==> config.mk <==
export PLATFORM = sky130hd
export DESIGN_NAME = rxd_rx_chain_dma
export DESIGN_NICKNAME = d
export VERILOG_FILES = /design/src/rtl/rxd_pkg.sv /design/src/rtl/rxd_desc_regs.sv /design/src/rtl/rxd_footer_buf.sv /design/src/rtl/rxd_status_build.sv /design/src/rtl/rxd_irq_ctl.sv /design/src/rtl/rxd_rx_chain_dma.sv
export SDC_FILE = /design/constraint.sdc
export NUM_CORES = 1
export LEC_CHECK = 0
export CELL_PAD_IN_SITES_DETAIL_PLACEMENT = 0
export CELL_PAD_IN_SITES_GLOBAL_PLACEMENT = 1
export CORE_MARGIN = 2
export CORE_UTILIZATION = 43
export CTS_BUF_LIST = sky130_fd_sc_hd__clkbuf_4 sky130_fd_sc_hd__clkbuf_8
export DETAILED_ROUTE_END_ITERATION = 6
export MAX_ROUTING_LAYER = met4
export PLACE_DENSITY = 0.82
export SLEW_MARGIN = 25
export SYNTH_ARGS = -nofsm -noshare
export SYNTH_HDL_FRONTEND = slang
export SYNTH_SLANG_ARGS = --single-unit
==> constraint.sdc <==
create_clock -name clk -period 2.7 [get_ports clk]
set_input_delay 0.54 -clock clk [delete_from_list [all_inputs] [get_ports clk]]
set_output_delay 0.54 -clock clk [all_outputs]
set_load 0.005 [all_outputs]
==> src/rtl/rxd_pkg.sv <==
package rxd_pkg;

  // Descriptor geometry: eight words, the first four are fetched
  localparam int DESC_WORDS = 8;
  localparam int FOOT_WORDS = 5;

  // Status word bit positions decoded by software
  localparam int BIT_ERR    = 0;
  localparam int BIT_IRQ_EN = 1;
  localparam int BIT_DONE   = 3;
  localparam int BIT_SOP    = 4;
  localparam int BIT_EOP    = 5;
  localparam int FOOT_LSB   = 8;

  typedef enum logic [2:0] {
    ST_IDLE,
    ST_FETCH,
    ST_FILL,
    ST_FOOT,
    ST_WBACK,
    ST_PARK
  } rxd_state_e;

endpackage

==> src/rtl/rxd_desc_regs.sv <==
module rxd_desc_regs #(
  parameter int ADDR_W = 32,
  parameter int LEN_W  = 16
) (
  input  logic              clk,
  input  logic              rst_n,
  input  logic              ld_en,
  input  logic [1:0]        ld_idx,
  input  logic [31:0]       ld_data,
  output logic [ADDR_W-1:0] next_ptr,
  output logic [ADDR_W-1:0] buf_ptr,
  output logic [LEN_W-3:0]  buf_words,
  output logic [31:0]       stat_ctl
);

  logic [ADDR_W-1:0] next_q, buf_q;
  logic [LEN_W-3:0]  words_q;
  logic [31:0]       stat_q;
  logic              en_next, en_buf, en_len, en_stat;

  assign en_next = ld_en && (ld_idx == 2'd0);
  assign en_buf  = ld_en && (ld_idx == 2'd1);
  assign en_len  = ld_en && (ld_idx == 2'd2);
  assign en_stat = ld_en && (ld_idx == 2'd3);

  always_ff @(posedge clk or negedge rst_n) begin
    if (!rst_n) begin
      next_q  <= '0;
      buf_q   <= '0;
      words_q <= '0;
      stat_q  <= '0;
    end else begin
      if (en_next) next_q  <= ld_data[ADDR_W-1:0];
      if (en_buf)  buf_q   <= ld_data[ADDR_W-1:0];
      if (en_len)  words_q <= ld_data[LEN_W-1:2];
      if (en_stat) stat_q  <= ld_data;
    end
  end

  assign next_ptr  = next_q;
  assign buf_ptr   = buf_q;
  assign buf_words = words_q;
  assign stat_ctl  = stat_q;

endmodule

==> src/rtl/rxd_footer_buf.sv <==
module rxd_footer_buf #(
  parameter int WORDS = 5,
  parameter int IDX_W = 3
) (
  input  logic                  clk,
  input  logic                  rst_n,
  input  logic                  wr_en,
  input  logic [IDX_W-1:0]      wr_idx,
  input  logic [31:0]           wr_data,
  output logic [WORDS-1:0][31:0] words
);

  logic [WORDS-1:0][31:0] word_q;

  for (genvar g = 0; g < WORDS; g++) begin : g_slot
    logic slot_en;
    assign slot_en = wr_en && (wr_idx == IDX_W'(g));

    always_ff @(posedge clk or negedge rst_n) begin
      if (!rst_n) begin
        word_q[g] <= '0;
      end else if (slot_en) begin
        word_q[g] <= wr_data;
      end
    end
  end

  assign words = word_q;

endmodule

==> src/rtl/rxd_status_build.sv <==
module rxd_status_build import rxd_pkg::*; (
  input  logic [31:0] old_word,
  input  logic [31:0] foot0,
  input  logic        mark_sop,
  input  logic        mark_eop,
  input  logic        mark_err,
  output logic [31:0] new_word
);

  logic [FOOT_LSB-1:0] foot_lo_unused;
  assign foot_lo_unused = foot0[FOOT_LSB-1:0];

  always_comb begin
    new_word           = old_word;
    new_word[BIT_DONE] = 1'b1;
    if (mark_sop) new_word[BIT_SOP] = 1'b1;
    if (mark_err) new_word[BIT_ERR] = 1'b1;
    if (mark_eop) begin
      new_word[BIT_EOP]     = 1'b1;
      new_word[31:FOOT_LSB] = foot0[31:FOOT_LSB];
    end
  end

endmodule

==> src/rtl/rxd_irq_ctl.sv <==
module rxd_irq_ctl (
  input  logic clk,
  input  logic rst_n,
  input  logic set_pulse,
  input  logic clr_pulse,
  output logic irq
);

  logic irq_q, irq_d;

  always_comb begin
    irq_d = irq_q;
    if (clr_pulse) irq_d = 1'b0;
    if (set_pulse) irq_d = 1'b1;
  end

  always_ff @(posedge clk or negedge rst_n) begin
    if (!rst_n) irq_q <= 1'b0;
    else        irq_q <= irq_d;
  end

  assign irq = irq_q;


  irq_hold_chk: assert property (@(posedge clk) disable iff (!rst_n)
    (irq_q && !clr_pulse) |=> irq_q);


  irq_clear_chk: assert property (@(posedge clk) disable iff (!rst_n)
    (clr_pulse && !set_pulse) |=> !irq_q);

endmodule

==> src/rtl/rxd_rx_chain_dma.sv <==
module rxd_rx_chain_dma import rxd_pkg::*; #(
  parameter int ADDR_W = 32,
  parameter int LEN_W  = 16
) (
  input  logic              clk,
  input  logic              rst_n,
  input  logic              ctl_start,
  input  logic [ADDR_W-1:0] ctl_head_ptr,
  input  logic [ADDR_W-1:0] ctl_tail_ptr,
  input  logic              irq_clr,
  output logic              irq,
  input  logic              s_valid,
  input  logic [31:0]       s_data,
  input  logic              s_last,
  output logic              s_ready,
  output logic              mem_req,
  output logic              mem_we,
  output logic [ADDR_W-1:0] mem_addr,
  output logic [31:0]       mem_wdata,
  input  logic              mem_ack,
  input  logic [31:0]       mem_rdata
);

  localparam int SPC_W = LEN_W - 2;
  localparam int IDX_W = 3;
  localparam logic [IDX_W-1:0] IDX_STAT  = IDX_W'(3);
  localparam logic [IDX_W-1:0] IDX_APP0  = IDX_W'(4);
  localparam logic [IDX_W-1:0] IDX_LAST  = IDX_W'(DESC_WORDS - 1);
  localparam logic [IDX_W-1:0] FOOT_END  = IDX_W'(FOOT_WORDS - 1);

  rxd_state_e        state_q, state_d;
  logic [ADDR_W-1:0] desc_q, desc_d;
  logic [ADDR_W-1:0] wptr_q, wptr_d;
  logic [SPC_W-1:0]  space_q, space_d;
  logic [IDX_W-1:0]  widx_q, widx_d;
  logic [IDX_W-1:0]  fcnt_q, fcnt_d;
  logic              in_pkt_q, in_pkt_d;
  logic              sop_q, sop_d;
  logic              eop_q, eop_d;
  logic              err_q, err_d;

  logic              ld_en, foot_we, irq_set, fill_xfer;
  logic [ADDR_W-1:0] d_next, d_buf, word_addr;
  logic [SPC_W-1:0]  d_words;
  logic [31:0]       d_stat, stat_word;
  logic [FOOT_WORDS-1:0][31:0] foot_w;
  logic [IDX_W-1:0]  fsel;

  rxd_desc_regs #(.ADDR_W(ADDR_W), .LEN_W(LEN_W)) u_desc (
    .clk       (clk),
    .rst_n     (rst_n),
    .ld_en     (ld_en),
    .ld_idx    (widx_q[1:0]),
    .ld_data   (mem_rdata),
    .next_ptr  (d_next),
    .buf_ptr   (d_buf),
    .buf_words (d_words),
    .stat_ctl  (d_stat)
  );

  rxd_footer_buf #(.WORDS(FOOT_WORDS), .IDX_W(IDX_W)) u_foot (
    .clk     (clk),
    .rst_n   (rst_n),
    .wr_en   (foot_we),
    .wr_idx  (fcnt_q),
    .wr_data (s_data),
    .words   (foot_w)
  );

  rxd_status_build u_stat (
    .old_word (d_stat),
    .foot0    (foot_w[0]),
    .mark_sop (sop_q),
    .mark_eop (eop_q),
    .mark_err (err_q),
    .new_word (stat_word)
  );

  rxd_irq_ctl u_irq (
    .clk       (clk),
    .rst_n     (rst_n),
    .set_pulse (irq_set),
    .clr_pulse (irq_clr),
    .irq       (irq)
  );

  assign word_addr = desc_q + {{(ADDR_W-IDX_W-2){1'b0}}, widx_q, 2'b00};
  assign fsel      = widx_q - IDX_STAT;
  assign fill_xfer = (state_q == ST_FILL) && s_valid && mem_ack;

  // Memory and stream port drive
  always_comb begin
    mem_req   = 1'b0;
    mem_we    = 1'b0;
    mem_addr  = word_addr;
    mem_wdata = '0;
    s_ready   = 1'b0;
    unique case (state_q)
      ST_FETCH: mem_req = 1'b1;
      ST_FILL: begin
        mem_req   = s_valid;
        mem_we    = 1'b1;
        mem_addr  = wptr_q;
        mem_wdata = s_data;
        s_ready   = mem_ack;
      end
      ST_FOOT: s_ready = 1'b1;
      ST_WBACK: begin
        mem_req   = 1'b1;
        mem_we    = 1'b1;
        mem_wdata = (widx_q == IDX_STAT) ? stat_word : foot_w[fsel];
      end
      default: ;
    endcase
  end

  // Next-state logic
  always_comb begin
    state_d  = state_q;
    desc_d   = desc_q;
    wptr_d   = wptr_q;
    space_d  = space_q;
    widx_d   = widx_q;
    fcnt_d   = fcnt_q;
    in_pkt_d = in_pkt_q;
    sop_d    = sop_q;
    eop_d    = eop_q;
    err_d    = err_q;
    ld_en    = 1'b0;
    foot_we  = 1'b0;
    irq_set  = 1'b0;
    unique case (state_q)
      ST_IDLE, ST_PARK: begin
        if (ctl_start) begin
          desc_d  = ctl_head_ptr;
          widx_d  = '0;
          state_d = ST_FETCH;
        end else if (state_q == ST_PARK && ctl_tail_ptr != desc_q) begin
          desc_d  = d_next;
          widx_d  = '0;
          state_d = ST_FETCH;
        end
      end
      ST_FETCH: begin
        if (mem_ack) begin
          ld_en = 1'b1;
          if (widx_q == IDX_STAT) begin
            wptr_d  = d_buf;
            space_d = d_words;
            sop_d   = 1'b0;
            eop_d   = 1'b0;
            err_d   = (d_words == '0);
            state_d = (d_words == '0) ? ST_WBACK : ST_FILL;
          end else begin
            widx_d = widx_q + 1'b1;
          end
        end
      end
      ST_FILL: begin
        if (fill_xfer) begin
          wptr_d  = wptr_q + ADDR_W'(4);
          space_d = space_q - 1'b1;
          if (!in_pkt_q) sop_d = 1'b1;
          if (s_last) begin
            eop_d    = 1'b1;
            in_pkt_d = 1'b0;
            fcnt_d   = '0;
            state_d  = ST_FOOT;
          end else begin
            in_pkt_d = 1'b1;
            if (space_q == SPC_W'(1)) begin
              widx_d  = IDX_STAT;
              state_d = ST_WBACK;
            end
          end
        end
      end
      ST_FOOT: begin
        if (s_valid) begin
          foot_we = 1'b1;
          fcnt_d  = fcnt_q + 1'b1;
          if (fcnt_q == FOOT_END) begin
            widx_d  = IDX_APP0;
            state_d = ST_WBACK;
          end
        end
      end
      ST_WBACK: begin
        if (mem_ack) begin
          if (widx_q == IDX_LAST) begin
            widx_d = IDX_STAT;
          end else if (widx_q == IDX_STAT) begin
            irq_set = d_stat[BIT_IRQ_EN];
            widx_d  = '0;
            if (desc_q == ctl_tail_ptr) begin
              state_d = ST_PARK;
            end else begin
              desc_d  = d_next;
              state_d = ST_FETCH;
            end
          end else begin
            widx_d = widx_q + 1'b1;
          end
        end
      end
      default: state_d = ST_IDLE;
    endcase
  end

  // State registers
  always_ff @(posedge clk or negedge rst_n) begin
    if (!rst_n) begin
      state_q  <= ST_IDLE;
      desc_q   <= '0;
      wptr_q   <= '0;
      space_q  <= '0;
      widx_q   <= '0;
      fcnt_q   <= '0;
      in_pkt_q <= 1'b0;
      sop_q    <= 1'b0;
      eop_q    <= 1'b0;
      err_q    <= 1'b0;
    end else begin
      state_q  <= state_d;
      desc_q   <= desc_d;
      wptr_q   <= wptr_d;
      space_q  <= space_d;
      widx_q   <= widx_d;
      fcnt_q   <= fcnt_d;
      in_pkt_q <= in_pkt_d;
      sop_q    <= sop_d;
      eop_q    <= eop_d;
      err_q    <= err_d;
    end
  end


  park_ready_chk: assert property (@(posedge clk) disable iff (!rst_n)
    (state_q == ST_PARK || state_q == ST_IDLE) |-> !s_ready);


  fill_room_chk: assert property (@(posedge clk) disable iff (!rst_n)
    (state_q == ST_FILL) |-> (space_q != '0));


  foot_cnt_chk: assert property (@(posedge clk) disable iff (!rst_n)
    (state_q == ST_FOOT) |-> (fcnt_q < IDX_W'(FOOT_WORDS)));


  stat_close_chk: assert property (@(posedge clk) disable iff (!rst_n)
    (state_q == ST_WBACK && mem_ack && widx_q == IDX_STAT) |=> (state_q != ST_WBACK));


  req_hold_chk: assert property (@(posedge clk) disable iff (!rst_n)
    (mem_req && !mem_ack && state_q != ST_FILL) |=> (mem_req && $stable(mem_addr)));

endmodule

Yosys cells after proc, flatten, opt, wreduce, memory -nomap -nowiden
Index checks and enable logic that the tools add are counted.
W data, S select, Z words.

storage, ports and cells
  bits in registers = 362
  output and inout port bits = 68

cells by class
  add/subtract/negate cells = 6
  magnitude comparators = 1
  equal/unequal tests = 33
  mux-type cells = 76
  reduce and logical (&&, ||, !) cells = 33

operators with widths
  cell                     number
  $mux W32                 12
  $pmux W32 S2             3
  $bmux W32 S3             1
  $mux W3                  27
  $mux W14                 3
  $add A32 B3 Y32 const B  1
  $add A32 B5 Y32          1
  $eq A32 B32 Y1           1
  $ne A32 B32 Y1           1
  $pmux W3 S5              2
  $pmux W14 S2             1
  $ne A2 B2 Y1 const B     13
  $mux W24                 1
  $mux W1                  21
  $reduce_and A10 Y1       2
  $eq A3 B2 Y1 const B     5
  $eq A14 B1 Y1 const B    1
  $logic_not A14 Y1        1
  $sub A14 B1 Y14 const B  1
  $eq A3 B3 Y1 const B     4
  $logic_and A1 B1 Y1      12
  $reduce_and A5 Y1        2
  $pmux W1 S2              4
  $reduce_and A4 Y1        2
  18 further kinds         27

Logic depth before layout (Yosys ltp)
  word-level depth = 6
  mapped depth = 10
  gate-level depth less buffers = 8

Cells and area by module
Synthesis repeated with hierarchy kept, for this count alone.

second synthesis, totals
  cell total of the unflattened synthesis = 1566
  area total of the unflattened synthesis = 18749.2 um2

by module, submodules not included
  module            instances  cells an instance  area an instance (um2)  seq. area each (um2)
  rxd_rx_chain_dma  1          950                8145.3                  2277.2
  rxd_footer_buf    1          343                6033.3                  4003.8
  rxd_desc_regs     1          234                4081.4                  2752.6
  rxd_status_build  1          36                 452.9                   0.0
  rxd_irq_ctl       1          3                  36.3                    25.0

Worst setup path after synthesis
Ideal clock, no wire load.

  kind = flip-flop to output port
  from = register widx_q[0]
  to = output mem_wdata[13]
  data arrival time = 2.309 ns
  setup slack = -0.149 ns
  cell stages (with the launch flop) = 10
  buffers on the path = 3
  cells stage by stage = dfrtp_1 clkbuf_8 inv_1 ha_1 clkbuf_1 buf_1 mux4_2 a221oi_1 a21oi_1 a22o_1

on the way
  cells in the longest elaborated chain, start to end = 5

RTL lines
  element                         line                     RTL
  start, declared                 rxd_rx_chain_dma.sv:35   logic [IDX_W-1:0] widx_q, widx_d;
  start signal, assigned          rxd_rx_chain_dma.sv:228  widx_q <= widx_d;
  $sub A3 B2 Y3                   rxd_rx_chain_dma.sv:88   assign fsel = widx_q - IDX_STAT;
  $bmux W32 S3                    rxd_rx_chain_dma.sv:111  mem_wdata = (widx_q == IDX_STAT) ? stat_word : foot_w[fsel];
  $mux W32 (not written as such)  rxd_rx_chain_dma.sv:111
  $mux W32 *                      rxd_rx_chain_dma.sv:111
  $pmux W32 S2 *                  rxd_rx_chain_dma.sv:98   unique case (state_q)
  end, declared                   rxd_rx_chain_dma.sv:19   output logic [31:0] mem_wdata,

Mark *: on every way between the ends. The rest lies on a longest branch, timed or not. The select of a mux whose other input is x is not followed.

Final worst setup path
  from = register widx_q[1]
  to = output mem_wdata[11]

The elaborated chain is that of the path after synthesis.

==> summary.txt <==
Drt
  • Via density: 5.79
  • ANT nets after route: 0
  • Drt initial violations: 1,044
  • Final WL: 59,500 um
  • Via count: 14,500
  • Average wire per standard cell: 23.8 um
  • Router iterations before antenna repair: 5
  • DRC errors left: 0

Clock network
  • Reg clk slew, reported paths: approximately 0.060 ns
  • CTS Sinks: 361
  • Htree depth: 3
  • Total CTS buffers: 66
  • CTS tree: yes
  • Clock tree root buffer cell: clkbuf_8
  • Clock Path Buffers: 3
  • Clock Latency Late Sink: 0.61 ns

Yosys
  • Post-Synth Adder-Cell Area: ~1.3%
  • Synth top area share: 49.0%
  • Most used DFF post-synth: dfrtp_1
  • Synth cell types: 64
  • Leading area contributor after synthesis: dfrtp_1
  • Syn Inst Count: 1,546
  • Largest cells by area after synthesis: dfrtp_1 49%, mux2_2 20%, mux4_2 3.9%, a21oi_1 2.8%, o21ai_0 2.3%
  • Post-synthesis simple-gate area fraction: a little over 7%
  • Synthesized Nets: 1,700
  • Post-synth EDFFs: 0
  • Post-synthesis sequential area ratio: 49.0%
  • XOR/XNOR Fraction of Synth Area: 2.80%
  • Largest family of logic cells by synthesized area: multiplexers
  • Average footprint of a synthesized cell: approximately 12 um^2
  • Post-synthesis mux area share: about a quarter
  • Post-synthesis compound-gate area fraction: 10.5%
  • Yosys reg bits: 361
  • Post-Syn Area: 0.0184 mm^2
  • Ys Warns: 0
  • Asr flop ratio synth: 100%

Die
  • Core area: ~0.042 mm^2
  • Die area: 0.0445 mm^2
  • Row count: 75
  • Initial Util: 43.8%
  • Num ports: around 200
  • Die Span X: roughly 210 um
  • Chip Height: 211 um

Worst setup path
  • R2R Setup Slk: roughly 0.050 ns
  • Crit path max-delay cell type: mux4_2
  • Logic depth of the worst register-to-register path: 12
  • Setup crit end kind: output port
  • Critical path arrival: 2.91 ns
  • Crit Path Class: reg -> out
  • Crit-path cells: buf_6 > inv_4 > ha_4 > buf_6 > mux4_2 > a221oi_2 > a21oi_2 > a22o_1 > buf_2
  • Crit Path Max Fanout: 6
  • Most frequent CP cell: buf_6
  • Max incr delay on CP: 0.50 ns
  • Worst r2r src: widx_q[1]
  • CP Data Required Time: 2.16 ns
  • R2R Path End: desc_q[27]
  • Worst setup path start: widx_q[1]
  • CP Launch Type: flop

GRT
  • Global-route total usage across every layer: 27.5%
  • Largest net degree at the start of global routing: 72
  • Grt ovf: 0
  • Initial antenna violation count: 1
  • Vias in the first global route: about 15,000
  • First-pass GRT wire length: about 90,000 um

Flow run
  • Max Cap Viol: 0

Timing
  • Fin. max-slew vios: 0
  • Final worst clock skew: 0.0220 ns
  • Final Cycle Share: 128%
  • Setup-failing EPs final: 60
  • Final TNS setup: -35.49 ns
  • Fmax: 290 MHz
  • Final Hold Fails: 0
  • RSZ-0062 raised after global routing: yes
  • Worst setup margin: -0.746 ns
  • Tightest Pin Transition: 0.641 ns
  • Final Critical Period: around 3.4 ns
  • Max-slew headroom: between 50 and 60%

Run status
  • Status: complete, but fails checks
  • Failing checks: negative setup slack

Power
  • PD cells: roughly 1200 mW/mm^2
  • Max IR drop VDD: 0.000477 V
  • Total power: a little under 0.03 W
  • Leakage Power: 11.0 nW

Placed design
  • IO Port Bufs: roughly 200
  • Post-DP Area: 0.0219 mm^2
  • Inst Count DP: 2,310
  • GPL Wtd Cong: 0.912
  • DP Wirelength: 37,600 um

Finish
  • Layout area overhead: 34.4%
  • Final Non-Filler Cells: 2,502
  • Commonest non-fill, non-tap cell in the layout: dfrtp_1
  • Share of layout cells above drive strength 1: 43.9%
  • Final instance area: 0.0248 mm^2
  • Fin nets: ~2,100
  • Most frequent cells in the layout: 357 x dfrtp_1, 321 x mux2_2, 135 x clkdlybuf4s50_1, 113 x buf_4, 93 x nand2_1
  • Ant. Diodes: 0

Hold path
  • Min-Delay Endpoint: u_foot.words[67]
  • HP Start: u_foot.words[67]
  • WHS Path Cells: 1
  • Worst hold path class: reg -> reg
==> state kept, by name, summed over array words and instances (netlist names) <==
register          count
state_q               3
widx_q                3
u_foot.words        160
u_desc.buf_ptr       32
u_irq.irq             1
eop_q                 1
u_desc.buf_words     14
u_desc.next_ptr      32
wptr_q               32
desc_q               32
in_pkt_q              1
err_q                 1
space_q              14
fcnt_q                3
u_desc.stat_ctl      31
sop_q                 1
==> per-layer routing <==
layer / share of wire, % / GRT usage [%] / vias to the layer above / wire length [um]
li1: - / - / 6451 / -
met1: 43 / 36.4 / 7426 / 25900
met2: 49 / 44.6 / 490 / 28900
met3: 5.3 / 3.81 / 111 / 3180
met4: 2.6 / 7.12 / 0 / 1550
met5: 0 / - / - / 0
==> worst max-delay path: cells and delay by family (launching register included) <==
| kind | cells | cell delay [ns] |
|---|---|---|
| AO/OA/AOI/OAI | 3 | 0.59 |
| multiplexers | 1 | 0.50 |
| buffers and inverters | 4 | 0.41 |
| flip-flops | 1 | 0.41 |
| adder cells (fa/ha/maj) | 1 | 0.37 |
==> how the worst max path moves through the flow <==
stage,end,slack [ns],cells after the start
floorplan,mem_wdata[7],0.0003,9
global placement,mem_wdata[29],-0.50,10
detailed placement,mem_wdata[21],-0.54,8
CTS,mem_wdata[14],-0.77,11
global route,mem_addr[25],-0.86,11
finish,mem_wdata[11],-0.75,9
==> per-stage QoR <==
stage	utilization (%)	setup WS [ns]	hold slack (ns)
2_1_floorplan	-	0.000326	0.244
3_3_place_gp	52.1	-0.503	0.464
3_5_place_dp	52.1	-0.541	0.471
4_1_cts	58.1	-0.775	0.484
5_1_grt	58.8	-0.858	0.514
6_report	58.8	-0.746	0.479
==> power by group <==
group | switching (W) | internal, W
Combinational | 0.00660 | 0.00766
Clock | 0.00237 | 0.00317
Sequential | 0.00182 | 0.00787
Total | 0.0108 | 0.0187
==> cell type report <==
| type | count | area (um^2) |
|---|---|---|
| fill | 3399 | 17400 |
| multi-input combinational | 1060 | 9520 |
| sequential | 361 | 9040 |
| timing repair buffer | 404 | 4060 |
| clock buffer | 102 | 1260 |
| tap | 539 | 674 |
| clock inverter | 14 | 138 |
| inverter | 22 | 90.1 |
==> cell usage after synthesis, types with 7 or more instances <==
library cell,number
dfrtp_1,361
mux2_2,321
a21oi_1,104
nand2_1,97
o21ai_0,86
nor2_1,54
clkbuf_1,50
xnor2_1,48
nand3_1,34
mux4_2,32
mux2i_1,31
a22o_1,29
buf_2,27
a221oi_1,25
inv_1,22
ha_1,18
nand4_1,18
buf_1,17
o22ai_1,17
nor3_1,16
and3_1,15
mux2_1,13
a22oi_1,11
xor2_1,11
buf_6,7
nor4_1,7
==> cell families (layout without fill, tap and decap cells) <==
group                    Yosys count  after routing
flip-flops                       361            361
buffers and inverters            125            542
multiplexers                     397            397
AO/OA/AOI/OAI                    311            311
XOR/XNOR                          59             59
adder cells (fa/ha/maj)           19             19
AND/OR/NAND/NOR                  274            274
==> timing repair <==
item / in CTS / in global routing
setup buffers: 57 / 13
hold buffers: 1 / 0
pin swaps: 107 / 63
gates cloned: 8 / 3
setup endpoints to repair: 67 / 95
endpoints found under the hold margin: 62 / 0
gates resized for setup: 435 / 40
Note: power is estimated with default switching activity, not from simulation.
